[config.mk]
export PLATFORM = sky130hd
export DESIGN_NAME = dsp_math_fault
export DESIGN_NICKNAME = d
export VERILOG_FILES = /design/src/rtl/dmf_pkg.sv /design/src/rtl/dmf_acc_check.sv /design/src/rtl/dmf_range_check.sv /design/src/rtl/dmf_flag_bank.sv /design/src/rtl/dsp_math_fault.sv
export SDC_FILE = /design/constraint.sdc
export NUM_CORES = 1
export LEC_CHECK = 0
export BUFFER_PORTS_ARGS = -buffer_cell sky130_fd_sc_hd__buf_4
export CAP_MARGIN = 30
export CORE_MARGIN = 5
export CORE_UTILIZATION = 29
export CTS_CLUSTER_SIZE = 28
export DETAILED_ROUTE_END_ITERATION = 8
export PLACE_DENSITY = 0.76
export SYNTH_ARGS = -nofsm -noshare
export SYNTH_HDL_FRONTEND = slang
export SYNTH_SLANG_ARGS = --single-unit
export TNS_END_PERCENT = 100
[constraint.sdc]
create_clock -name clk -period 1.7 [get_ports clk]
set_input_delay 0.17 -clock clk [delete_from_list [all_inputs] [get_ports clk]]
set_output_delay 0.17 -clock clk [all_outputs]
set_load 0.01 [all_outputs]
[src/rtl/dmf_pkg.sv]
package dmf_pkg;
    localparam int OPK_W = 3;
    localparam logic [OPK_W-1:0] OPK_ACC_A = 3'd0;
    localparam logic [OPK_W-1:0] OPK_ACC_B = 3'd1;
    localparam logic [OPK_W-1:0] OPK_DIV   = 3'd2;
    localparam logic [OPK_W-1:0] OPK_SHIFT = 3'd3;

    localparam int FLAG_N    = 6;
    localparam int FL_OVF_A  = 0;
    localparam int FL_OVF_B  = 1;
    localparam int FL_CAT_A  = 2;
    localparam int FL_CAT_B  = 3;
    localparam int FL_DIV0   = 4;
    localparam int FL_SHIFT  = 5;

    typedef enum logic {
        ST_IDLE = 1'b0,
        ST_TRAP = 1'b1
    } trap_state_e;
endpackage

[src/rtl/dmf_acc_check.sv]
// Classifies one accumulator result: guard-bit overflow and catastrophic overflow.
module dmf_acc_check #(
    parameter int GUARD_W = 9
) (
    input  logic               pre_sign,
    input  logic               opnd_sign,
    input  logic [GUARD_W-1:0] res_hi,
    output logic               guard_ovf,
    output logic               cat_ovf
);
    logic all_zero;
    logic all_one;

    always_comb begin
        all_zero  = (res_hi == '0);
        all_one   = (res_hi == '1);
        // Bits above the low word disagree: guard bits are in use.
        guard_ovf = !(all_zero || all_one);
        // Like-signed inputs produced a result of the other sign.
        cat_ovf   = (pre_sign == opnd_sign) && (res_hi[GUARD_W-1] != pre_sign);
    end
endmodule

[src/rtl/dmf_range_check.sv]
// Divisor-zero and shift-amount range detection.
module dmf_range_check #(
    parameter int DIV_W     = 16,
    parameter int SHF_W     = 6,
    parameter int SHIFT_MAX = 16
) (
    input  logic [DIV_W-1:0]        divisor,
    input  logic signed [SHF_W-1:0] shift_amt,
    output logic                    div_zero,
    output logic                    shift_bad
);
    int amt;

    always_comb begin
        amt       = int'(shift_amt);
        div_zero  = (divisor == '0);
        shift_bad = (amt > SHIFT_MAX) || (amt < -SHIFT_MAX);
    end
endmodule

[src/rtl/dmf_flag_bank.sv]
// Sticky write-one-to-clear flags; a set wins over a clear in the same cycle.
module dmf_flag_bank #(
    parameter int N = 6
) (
    input  logic         clk,
    input  logic         rst_n,
    input  logic [N-1:0] set_vec,
    input  logic         clr_en,
    input  logic [N-1:0] clr_mask,
    output logic [N-1:0] flags
);
    for (genvar i = 0; i < N; i++) begin : g_flag
        always_ff @(posedge clk) begin
            if (!rst_n)
                flags[i] <= 1'b0;
            else if (set_vec[i])
                flags[i] <= 1'b1;
            else if (clr_en && clr_mask[i])
                flags[i] <= 1'b0;
        end

        // a flag holds unless it is cleared.
        p_sticky_r8: assert property (@(posedge clk) disable iff (!rst_n)
            (flags[i] && !(clr_en && clr_mask[i])) |=> flags[i]);

        // a clear with no simultaneous set empties the flag.
        p_clear_r8: assert property (@(posedge clk) disable iff (!rst_n)
            (clr_en && clr_mask[i] && !set_vec[i]) |=> !flags[i]);
    end
endmodule

[src/rtl/dsp_math_fault.sv]
module dsp_math_fault
    import dmf_pkg::*;
#(
    parameter int ACC_W     = 40,
    parameter int LOW_W     = 32,
    parameter int DIV_W     = 16,
    parameter int SHF_W     = 6,
    parameter int SHIFT_MAX = 16
) (
    input  logic                     clk,
    input  logic                     rst_n,
    input  logic                     op_valid,
    input  logic [2:0]               op_kind,
    input  logic                     acc_pre_sign,
    input  logic                     acc_opnd_sign,
    input  logic [ACC_W-LOW_W:0]     acc_res_hi,
    input  logic [DIV_W-1:0]         divisor,
    input  logic signed [SHF_W-1:0]  shift_amt,
    input  logic                     ovf_trap_en,
    input  logic                     cat_trap_en,
    input  logic                     sat_a_en,
    input  logic                     sat_b_en,
    input  logic                     sat_wr_en,
    input  logic                     clr_en,
    input  logic [5:0]               clr_mask,
    output logic [5:0]               flags,
    output logic                     trap_req
);
    localparam int GUARD_W = ACC_W - LOW_W + 1;

    trap_state_e state, nxt;

    logic guard_ovf, cat_ovf, div_zero, shift_bad;
    logic is_acc, is_b, is_div, is_shf, sat_off, raise;
    logic [FLAG_N-1:0] set_vec;

    dmf_acc_check #(.GUARD_W(GUARD_W)) u_acc (
        .pre_sign  (acc_pre_sign),
        .opnd_sign (acc_opnd_sign),
        .res_hi    (acc_res_hi),
        .guard_ovf (guard_ovf),
        .cat_ovf   (cat_ovf)
    );

    dmf_range_check #(.DIV_W(DIV_W), .SHF_W(SHF_W), .SHIFT_MAX(SHIFT_MAX)) u_rng (
        .divisor   (divisor),
        .shift_amt (shift_amt),
        .div_zero  (div_zero),
        .shift_bad (shift_bad)
    );

    always_comb begin
        is_b    = (op_kind == OPK_ACC_B);
        is_acc  = op_valid && ((op_kind == OPK_ACC_A) || is_b);
        is_div  = op_valid && (op_kind == OPK_DIV);
        is_shf  = op_valid && (op_kind == OPK_SHIFT);
        sat_off = !(sat_a_en || sat_b_en || sat_wr_en);

        set_vec           = '0;
        set_vec[FL_OVF_A] = is_acc && !is_b && guard_ovf;
        set_vec[FL_OVF_B] = is_acc &&  is_b && guard_ovf;
        set_vec[FL_CAT_A] = is_acc && !is_b && cat_ovf;
        set_vec[FL_CAT_B] = is_acc &&  is_b && cat_ovf;
        set_vec[FL_DIV0]  = is_div && div_zero;
        set_vec[FL_SHIFT] = is_shf && shift_bad;

        raise = (is_acc && ovf_trap_en && guard_ovf)
             || (is_acc && cat_trap_en && cat_ovf && sat_off)
             || set_vec[FL_DIV0]
             || set_vec[FL_SHIFT];
    end

    dmf_flag_bank #(.N(FLAG_N)) u_flags (
        .clk      (clk),
        .rst_n    (rst_n),
        .set_vec  (set_vec),
        .clr_en   (clr_en),
        .clr_mask (clr_mask),
        .flags    (flags)
    );

    // Next-state logic.
    always_comb begin
        nxt = state;
        unique case (state)
            ST_IDLE: nxt = raise ? ST_TRAP : ST_IDLE;        // T_RAISE
            ST_TRAP: nxt = raise ? ST_TRAP : ST_IDLE;        // T_RERAISE / T_DONE
            default: nxt = ST_IDLE;
        endcase
    end

    // State register.
    always_ff @(posedge clk) begin
        if (!rst_n)
            state <= ST_IDLE;
        else
            state <= nxt;
    end

    // Output process.
    always_comb begin
        trap_req = (state == ST_TRAP);
    end

    // zero divisor traps and flags.
    p_div_zero_r3: assert property (@(posedge clk) disable iff (!rst_n)
        (op_valid && op_kind == 3'd2 && divisor == '0) |=> (trap_req && flags[4]));

    // out-of-range shift traps.
    p_shift_bad_r6: assert property (@(posedge clk) disable iff (!rst_n)
        (op_valid && op_kind == 3'd3 && (int'(shift_amt) > SHIFT_MAX || int'(shift_amt) < -SHIFT_MAX))
        |=> (trap_req && flags[5]));

    // any saturation mode silences accumulator traps when guard trapping is off.
    p_sat_blocks_cat_r5: assert property (@(posedge clk) disable iff (!rst_n)
        (op_valid && op_kind <= 3'd1 && !ovf_trap_en && (sat_a_en || sat_b_en || sat_wr_en))
        |=> !trap_req);

    // catastrophic overflow with saturation off and enable on traps.
    p_cat_trap_r4: assert property (@(posedge clk) disable iff (!rst_n)
        (op_valid && op_kind <= 3'd1 && cat_trap_en && !sat_a_en && !sat_b_en && !sat_wr_en
         && acc_pre_sign == acc_opnd_sign && acc_res_hi[GUARD_W-1] != acc_pre_sign)
        |=> trap_req);

    // no valid operation, no trap in the following cycle.
    p_idle_quiet_r7: assert property (@(posedge clk) disable iff (!rst_n)
        !op_valid |=> !trap_req);

    // guard-bit overflow on accumulator A is recorded.
    p_guard_flag_r2: assert property (@(posedge clk) disable iff (!rst_n)
        (op_valid && op_kind == 3'd0 && acc_res_hi != '0 && acc_res_hi != '1) |=> flags[0]);
endmodule

==> impl_metrics.toml, run 1 <==
[run_status]
run_status = "completed"

[power_and_ir_drop]
pwrdens_nw_per_um2 = 482.8
p_leak_nw = 0.4335
power_switching_w = 0.00009359
cell_internal_pwr_w = 0.0003450
combinational_share_of_power_pct = 28.5
pwr-share-clk_pct = 33.0
switching_share_pct = 21.34
total_power_w = 0.0004385
sequentialPowerShare_pct = 38.5
vdd.ir_drop.worst_mv = 0.1957

[cts]
cts-buffers-inserted = 3
cts_post_setup_buffers_inserted = 0
clkSinkCount = 7
ctsHtreeMaxLevel = 1
cts_buffer_depth = 2
holdBufCountCts = 0
path_clk_slew_ns = 0.05
clk_root_buffer_cell = "sky130_fd_sc_hd__clkbuf_4"
worstSkewPairLatency_ns = 0.24
tritoncts = "done"
post_cts.resized_instances = 0

[route]
drt-vias-per-instance = 4.886
drcViolationCount = 0
first_iter_violations = 4
via_count = 645
wl_per_cell_um = 11.86
first_pass_iters = 4
detail-route-antenna-nets = 0
totalWireLength_um = 1565

[sta]
timing_max_transition_violations_final = 0
final_min_period_over_clock_period_pct = 68.07
finalSetupViolCount = 0
timing.slew.headroom_pct = 73.37
tightest_slew_ns = 0.3970
hold_viol_final = 0
fin_tns_setup_ns = 0
fmaxAchievable_ghz = 0.8641
final_critical_period_ns = 1.157
fin_skew_ns = 0
grt_setup_unrepaired = "no"
final.hold.worst_slack_ns = 0.1434

[hold_path]
worst_hold_path.num_cells = 2
min_to = "trap_req"
holdCritPathClass = "input port to register"
hold_path.startpoint = "ovf_trap_en"

[worst_setup_path]
cp.required_ns = 1.83
worst_reg_to_reg_cells = 3
cp_data_arrival_time_ns = 1.29
worst-r2r-setup-slack_ns = 1.00
crit_path_max_fanout = 2
worst-setup-path-type = "input port to register"
end_kind = "register"
critical_path.reg2reg.endpoint = "u_flags.flags[2]"
critical_path.reg2reg.startpoint = "u_flags.flags[2]"
setup.worst_path.start_class = "input port"

[logic_synthesis]
synth-seq-area-share_pct = 32.28
yosysWarningCount = 0
synth.cell_area_um2 = 434.2
netlist.top_cell.by_area = "sky130_fd_sc_hd__dfxtp_1"
ys_top_cells_by_area = "sky130_fd_sc_hd__dfxtp_1 (32%), sky130_fd_sc_hd__nand2_1 (10%), sky130_fd_sc_hd__o211ai_1 (5.2%), sky130_fd_sc_hd__a32o_1 (4.6%), sky130_fd_sc_hd__o21ai_0 (4.6%)"
synth.net_count = 106
netlist_instances = 55
synth.distinct_cells = 23
synth_top_area_share_pct = 32.28
synth_seq_cells = 7
syn_area_per_cell_um2 = 7.894

[global_routing]
first_pass_grt_wire_length_um = 2601
antenna_violations_before_repair = 0
globalRoute.totalOverflow = 0
largest_net_degree_at_the_start_of_global_routing = 9
tot_gr_track_use_pct = 13.46
grt_pass1_vias = 672

[die]
io_pins = 58
die-area_um2 = 2371
die_width_um = 48.69
dieHeight_um = 48.69
core_ar_um2 = 1454
row_count = 14
initial_core_util_pct = 29.86

[final_layout]
syn2layout_area_growth_pct = 109.2
most_frequent_standard_cell_in_the_layout_excluding_fill_and_tap_cells = "sky130_fd_sc_hd__buf_4"
most-common-layout-cells = "sky130_fd_sc_hd__buf_4 (57), sky130_fd_sc_hd__nand2_1 (12), sky130_fd_sc_hd__dfxtp_1 (7)"
finish.net_count = 168
antenna_cells_inserted = 0
drive_gt1_share_pct = 52.59

[job]
drv.max_cap_violation_count = 0

[place]
place.gp.congestion = 0.7346
dp_hpwl_um = 1457
io_buffers = 57
-- worst max-delay path by stage --
stage / slack (ns) / endpoint / from / cells after the start
global route: 0.48 / trap_req / acc_res_hi[5] / 5
floorplan: 0.45 / trap_req / shift_amt[1] / 4
CTS: 0.54 / trap_req / shift_amt[1] / 5
global placement: 0.29 / trap_req / shift_amt[1] / 5
finish: 0.54 / trap_req / shift_amt[1] / 5
detailed placement: 0.28 / trap_req / shift_amt[1] / 5
-- cells in the mapped netlist, drive strengths merged --
master / count
nor4: 3
and4b: 1
dfxtp: 7
xor2: 1
inv: 1
a32o: 2
nand4b: 1
nor4b: 1
o21ai: 4
or4: 2
nand3: 1
and3b: 1
o211ai: 3
a211oi: 1
nor3: 4
nor2: 1
nand4: 2
a22o: 1
and2: 3
nor3b: 2
nand2: 12
a21boi: 1
-- cell type report --
class,instances,area (µm²)
clock buffers,4,26.28
fillers,143,545.5
inverters,1,3.754
multi-input cells,47,290.3
flip-flops and latches,7,140.1
well taps,16,20.02
repair buffers,57,427.9
-- critical path, cell delays in order --
cell                       delay, ns
sky130_fd_sc_hd__buf_4          0.11
sky130_fd_sc_hd__or4_1          0.51
sky130_fd_sc_hd__o211ai_1       0.20
sky130_fd_sc_hd__o211ai_1       0.12
sky130_fd_sc_hd__a22o_1         0.18
-- power groups by stage --
stage                     clock (W)  combinational [W]  sequential [W]
after floorplan                   0          0.0000206        0.000174
after global placement            0           0.000124        0.000172
after detailed placement          0           0.000126        0.000172
after CTS                  0.000152           0.000127        0.000169
after global routing       0.000157           0.000137        0.000169
final                      0.000145           0.000125        0.000169
-- routing by layer --
layer,wire length [µm],up-vias,global-route usage [%],part of all wire [%]
met2,865,28,24.57,55
met3,140,0,6.135,8.9
met4,0,0,5.381,0
met5,0,-,0,0
li1,-,335,-,-
met1,560,282,12.80,36
-- sequential cells by signal, summed over array words and instances (netlist names) --
register,count
u_flags.flags,6
trap_req,1
-- stage by stage --
stage | setup slack, ns | instances | cell area, µm² | utilization, %
after floorplan | 0.4458 | 55 | 434.2 | -
after global placement | 0.2859 | 128 | 882.1 | 60.67
after detailed placement | 0.2796 | 128 | 882.1 | 60.67
after CTS | 0.5388 | 132 | 908.4 | 62.48
after global routing | 0.4805 | 132 | 908.4 | 62.48
final | 0.5427 | 132 | 908.4 | 62.48
-- cells by family (layout without fill, tap and decap cells) --
| kind of cell | Yosys count | count (layout) | synth area share (%) |
|---|---|---|---|
| AOI/OAI and AO/OA | 12 | 12 | 19.89 |
| DFF | 7 | 7 | 32.28 |
| and+or+nand+nor | 34 | 34 | 44.95 |
| xor gates and xnor gates | 1 | 1 | 2.018 |
| buffers and inverters | 1 | 62 | 0.8637 |
Note: power is estimated with default switching activity, not from simulation.
==> run 2, diff against run 1 <==
- ABC_AREA: unset -> 1
- PLACE_DENSITY: 0.76 -> 0.74
- clock period: 1.7 -> 1.06 ns (I/O delays scaled with it)
==> run 2 against run 1 <==
  * Non-clock buffer count is the same
  * Hold slack lost 0.023 ns
  * Flip-flop and latch count is the same
  * Final area grew 8.0%
  * Worst setup slack lost 0.30 ns
  * Utilization shrank 4.4 points
  * Total power grew 69%
  * Sequential share of layout area shrank 1.1 points
  * Critical path depth shrank 4
  * Clock-buffer cell count is the same
  * Sequential power grew 60%
  * Synthesized cell count grew 69%
  * Critical path type is now register to primary output
==> impl_metrics.toml, run 2 <==
[run_status]
run_status = "completed"

[logic_synthesis]
yosysWarningCount = 0
synth.net_count = 144
synth_enable_flop_cells = 0
synth.cells.most_frequent = "sky130_fd_sc_hd__nand2_1 (30), sky130_fd_sc_hd__nor2_1 (30), sky130_fd_sc_hd__inv_1 (8)"
synth.distinct_cells = 13
ys_top_cells_by_area = "sky130_fd_sc_hd__dfxtp_1 (28%), sky130_fd_sc_hd__nand2_1 (22%), sky130_fd_sc_hd__nor2_1 (22%), sky130_fd_sc_hd__inv_1 (5.9%), sky130_fd_sc_hd__a21oi_1 (4.0%)"
synth_top_area_share_pct = 27.72
synth-seq-area-share_pct = 27.72
synth_seq_cells = 7
netlist_instances = 93
top_reg_cell_synth = "sky130_fd_sc_hd__dfxtp_1"
synth.cell_area_um2 = 505.5
netlist.top_cell.by_area = "sky130_fd_sc_hd__dfxtp_1"
syn_area_per_cell_um2 = 5.435
postSynth.asyncResetShare_pct = 0

[die]
die_width_um = 51.75
core_ar_um2 = 1689
row_count = 15
die-area_um2 = 2678
initial_core_util_pct = 29.93
dieHeight_um = 51.75
io_pins = 58

[worst_setup_path]
crit_path_max_fanout = 2
critical_path_s_slowest_cell = "sky130_fd_sc_hd__dfxtp_1"
worst_reg_to_reg_cells = 2
crit_buf_inv = 1
crit_path_cell_trace = "buf_4"
cp_data_arrival_time_ns = 0.71
end_kind = "primary output"
max_stage_delay_on_crit_path_ns = 0.34
critical_path.reg2reg.endpoint = "u_flags.flags[3]"
critPathTopFamily = "flip-flops"
worst-r2r-setup-slack_ns = 0.42
worst-setup-path-type = "register to primary output"
setup.worst_path.start_class = "register"
critical_path.reg2reg.startpoint = "u_flags.flags[3]"
cp.required_ns = 0.95

[final_layout]
antenna_cells_inserted = 0
most_frequent_standard_cell_in_the_layout_excluding_fill_and_tap_cells = "sky130_fd_sc_hd__buf_4"
registers.top_by_ff_count = "u_flags.flags"
largest_reg_flops = 6
syn2layout_area_growth_pct = 94.06
drive_gt1_share_pct = 40.26
most-common-layout-cells = "sky130_fd_sc_hd__buf_4 (57), sky130_fd_sc_hd__nor2_1 (30), sky130_fd_sc_hd__nand2_1 (30)"
postLayoutCellArea_um2 = 980.9
finish.net_count = 206
postLayoutCoreUtil_pct = 58.07
fin_cells = 171

[cts]
ctsHtreeMaxLevel = 1
clk_root_buffer_cell = "sky130_fd_sc_hd__clkbuf_4"
clkSinkCount = 7
cts-buffers-inserted = 3
post_cts.resized_instances = 0
tritoncts = "done"
path_clk_slew_ns = 0.05
cts_post_setup_buffers_inserted = 0
worstSkewPairLatency_ns = 0.25
cts_buffer_depth = 2
holdBufCountCts = 0

[route]
via_count = 755
drcViolationCount = 0
wl_per_cell_um = 9.795
drt-vias-per-instance = 4.415
first_iter_violations = 10
totalWireLength_um = 1675
detail-route-antenna-nets = 0
first_pass_iters = 4

[hold_path]
holdCritPathClass = "input port to register"
hold_path.startpoint = "clr_mask[4]"
worst_hold_path.num_cells = 4
min_to = "u_flags.flags[4]"

[global_routing]
grt_pass1_vias = 720
tot_gr_track_use_pct = 12.60
largest_net_degree_at_the_start_of_global_routing = 8
globalRoute.totalOverflow = 0
antenna_violations_before_repair = 0
first_pass_grt_wire_length_um = 2553

[sta]
fin_skew_ns = 0
postLayoutSetupSlackWorst_ns = 0.2417
finalSetupViolCount = 0
tightest_slew_ns = 0.2057
fmaxAchievable_ghz = 1.222
grt_setup_unrepaired = "no"
timing.slew.headroom_pct = 86.16
final_min_period_over_clock_period_pct = 77.19
timing_max_transition_violations_final = 0
fin_tns_setup_ns = 0
final_critical_period_ns = 0.8183
hold_viol_final = 0

[power_and_ir_drop]
cell_internal_pwr_w = 0.0005623
switching_share_pct = 24.00
sequentialPowerShare_pct = 36.6
pwrdens_nw_per_um2 = 754.2
vdd.ir_drop.worst_mv = 0.3272
power_switching_w = 0.0001776
combinational_share_of_power_pct = 30.4
p_leak_nw = 0.5271
pwr-share-clk_pct = 32.9

[job]
drv.max_cap_violation_count = 0

[place]
place.gp.congestion = 0.6799
dpl-instance-area_um2 = 954.7
pre_cts_slack_ns = 0.07233
io_buffers = 57
dp_hpwl_um = 1529
placed_cells = 167
-- run 2: logic make-up (layout without fill, tap and decap cells) --
logic type / Yosys count / after routing / synth area share, %
AOI/OAI and AO/OA: 7 / 7 / 8.416
buffers and inverters: 8 / 69 / 5.941
DFF: 7 / 7 / 27.72
and+or+nand+nor: 71 / 71 / 57.92
-- run 2: final cells by class --
class                           count  area [µm²]
Fill cell                         174       708.2
Timing Repair Buffer               57       427.9
Multi-Input combinational cell     78       335.3
Sequential cell                     7       140.1
Inverter                            8       30.03
Clock buffer                        4       26.28
Tap cell                           17       21.27
-- run 2: power by group through the flow --
stage,clock network [W],logic [W],registers (W)
after global placement,0,0.000222,0.000276
after floorplan,0,0.0000601,0.000279
after CTS,0.000247,0.000228,0.000271
after detailed placement,0,0.000227,0.000276
final,0.000244,0.000225,0.000271
after global routing,0.000266,0.000251,0.000271
-- run 2: worst max path at each step --
| stage | start | endpoint | cells after the start |
|---|---|---|---|
| final | u_flags.flags[2] | flags[2] | 1 |
| after global routing | u_flags.flags[5] | flags[5] | 1 |
| after CTS | u_flags.flags[2] | flags[2] | 1 |
| after floorplan | acc_res_hi[8] | u_flags.flags[0] | 6 |
| after global placement | acc_res_hi[8] | u_flags.flags[1] | 7 |
| after detailed placement | acc_res_hi[8] | u_flags.flags[1] | 7 |
-- run 2: per-layer routing --
metal  vias to the layer above  global-route usage (%)  wire [µm]
met4                         0                   7.860         21
met3                         4                   2.292        132
met5                         -                       0          0
met2                        34                   24.15        856
met1                       308                   12.17        664
li1                        409                       -          -
-- run 2: per-stage QoR --
step | total power (W) | hold slack (ns)
after floorplan | 0.0003389 | 0.2834
after global placement | 0.0004987 | 0.3834
after detailed placement | 0.0005039 | 0.3859
after CTS | 0.0007465 | 0.1207
after global routing | 0.0007884 | 0.1417
final | 0.0007398 | 0.1201
==> run 3, diff against run 2 <==
- CORE_UTILIZATION: 29 -> 32
- PLACE_DENSITY: 0.74 -> 0.77
- clock period: 1.06 -> 0.85 ns (I/O delays scaled with it)
==> run 3 against run 2 <==
  * Global-route usage is 1.5 points higher
  * Largest cell class unchanged
  * Critical path depth unchanged
  * Clock-buffer cell count stayed put
  * Hold slack got worse by 0.025 ns
  * Sequential power up 25%
  * Routed wire length rose by 3.1%
  * First-iteration DRC count is 60% lower
  * Sequential share of layout area is 0.091 points lower
==> impl_metrics.toml, run 3 (same netlist as run 2, synthesis figures left out) <==
[route]
wl_per_cell_um = 10.10
first_pass_iters = 4
totalWireLength_um = 1727
first_iter_violations = 4
via_count = 773
drt-vias-per-instance = 4.520
drcViolationCount = 0
detail-route-antenna-nets = 0

[power_and_ir_drop]
vdd.ir_drop.worst_mv = 0.3919
total_power_w = 0.0009265
p_leak_nw = 0.5319
pwrdens_nw_per_um2 = 938.5

[run_status]
run_status = "completed"

[final_layout]
most-common-layout-cells = "sky130_fd_sc_hd__buf_4 (58), sky130_fd_sc_hd__nor2_1 (30), sky130_fd_sc_hd__nand2_1 (30)"
registers.top_by_ff_count = "u_flags.flags"
largest_reg_flops = 6
antenna_cells_inserted = 0
finish.net_count = 207
most_frequent_standard_cell_in_the_layout_excluding_fill_and_tap_cells = "sky130_fd_sc_hd__buf_4"
syn2layout_area_growth_pct = 95.30
nFillCells = 152
drive_gt1_share_pct = 40.65

[cts]
path_clk_slew_ns = 0.05
cts_post_setup_buffers_inserted = 0
ctsHtreeMaxLevel = 1
worstSkewPairLatency_ns = 0.25
cts_buffer_depth = 2
holdBufCountCts = 0
clk_root_buffer_cell = "sky130_fd_sc_hd__clkbuf_4"
clkSinkCount = 7
tritoncts = "done"
cts-buffers-inserted = 3
post_cts.resized_instances = 0

[sta]
hold_viol_final = 0
timing_max_transition_violations_final = 0
finalSetupViolCount = 0
tightest_slew_ns = 0.1970
fin_tns_setup_ns = 0
fmaxAchievable_ghz = 1.247
timing.slew.headroom_pct = 86.75
grt_setup_unrepaired = "no"
fin_skew_ns = 0
final_min_period_over_clock_period_pct = 94.31
final_critical_period_ns = 0.8016

[die]
row_count = 14
io_pins = 58
dieHeight_um = 49.75
die-area_um2 = 2475
core_ar_um2 = 1506
die_width_um = 49.75
initial_core_util_pct = 33.55

[job]
drv.max_cap_violation_count = 0

[worst_setup_path]
crit_path_max_fanout = 2
crit_path_cell_trace = "buf_4"
critical_path_s_slowest_cell = "sky130_fd_sc_hd__dfxtp_1"
max_stage_delay_on_crit_path_ns = 0.34
cp.required_ns = 0.76
end_kind = "primary output"
worst-setup-path-type = "register to primary output"
critPathTopFamily = "flip-flops"
crit_buf_inv = 1
cp_data_arrival_time_ns = 0.72
setup.worst_path.start_class = "register"

[place]
io_buffers = 57
place.gp.congestion = 0.7013
dp_hpwl_um = 1600

[global_routing]
first_pass_grt_wire_length_um = 2835
grt_pass1_vias = 770
antenna_violations_before_repair = 0
largest_net_degree_at_the_start_of_global_routing = 8
globalRoute.totalOverflow = 0
tot_gr_track_use_pct = 14.07

[hold_path]
holdCritPathClass = "input port to register"
run 3: cell types whose count changed in the layout (fill, tap and decap cells not counted), sizes merged:
cell / previous run / this run
buf: 57 / 58
run 3: path summary, 6_finish.rpt:
kind | cells after the start | slack, ns | start | end
hold reg to reg | 2 | 0.47 | u_flags.flags[1] | u_flags.flags[1]
setup / recovery | 1 | 0.05 | u_flags.flags[2] | flags[2]
setup reg to reg | 2 | 0.19 | u_flags.flags[2] | u_flags.flags[2]
hold / removal | 4 | 0.09 | clr_mask[0] | u_flags.flags[0]
run 3: area by class of cell:
| cell class | instances | area (µm²) | share of cell area [%] |
|---|---|---|---|
| timing repair buffer | 58 | 435.4 | 44.11 |
| multi-input combinational | 78 | 335.3 | 33.97 |
| sequential | 7 | 140.1 | 14.20 |
| inverter | 8 | 30.03 | 3.042 |
| clock buffer | 4 | 26.28 | 2.662 |
| tap | 16 | 20.02 | 2.028 |
run 3: routing by layer:
metal  track usage (%)  vias up  share of wire [%]
li1                  -      413                  -
met1             13.77      328                 37
met2             26.91       30                 54
met3             3.313        2                7.7
met4             6.550        0               0.64
met5                 0        -                  0
run 3: metrics by stage:
stage	util (%)	hold slack (ns)	worst slack (ns)	cells	cell area, µm²
6_report	65.53	0.09467	0.04836	171	987.2
4_1_cts	65.53	0.09199	0.04212	171	987.2
2_1_floorplan	-	0.2624	0.06208	93	505.5
3_3_place_gp	63.79	0.3626	-0.09823	167	960.9
5_1_grt	65.53	0.09872	0.01948	171	987.2
3_5_place_dp	63.79	0.3596	-0.1088	167	960.9
run 3: power by group:
part	leakage, nW	internal, W	total (W)	switching [W]
sequential	0.0566	0.000335	0.000338	0.00000293
clock	0.0150	0.000179	0.000303	0.000124
combinational	0.460	0.000190	0.000286	0.0000960
total	0.532	0.000704	0.000926	0.000223
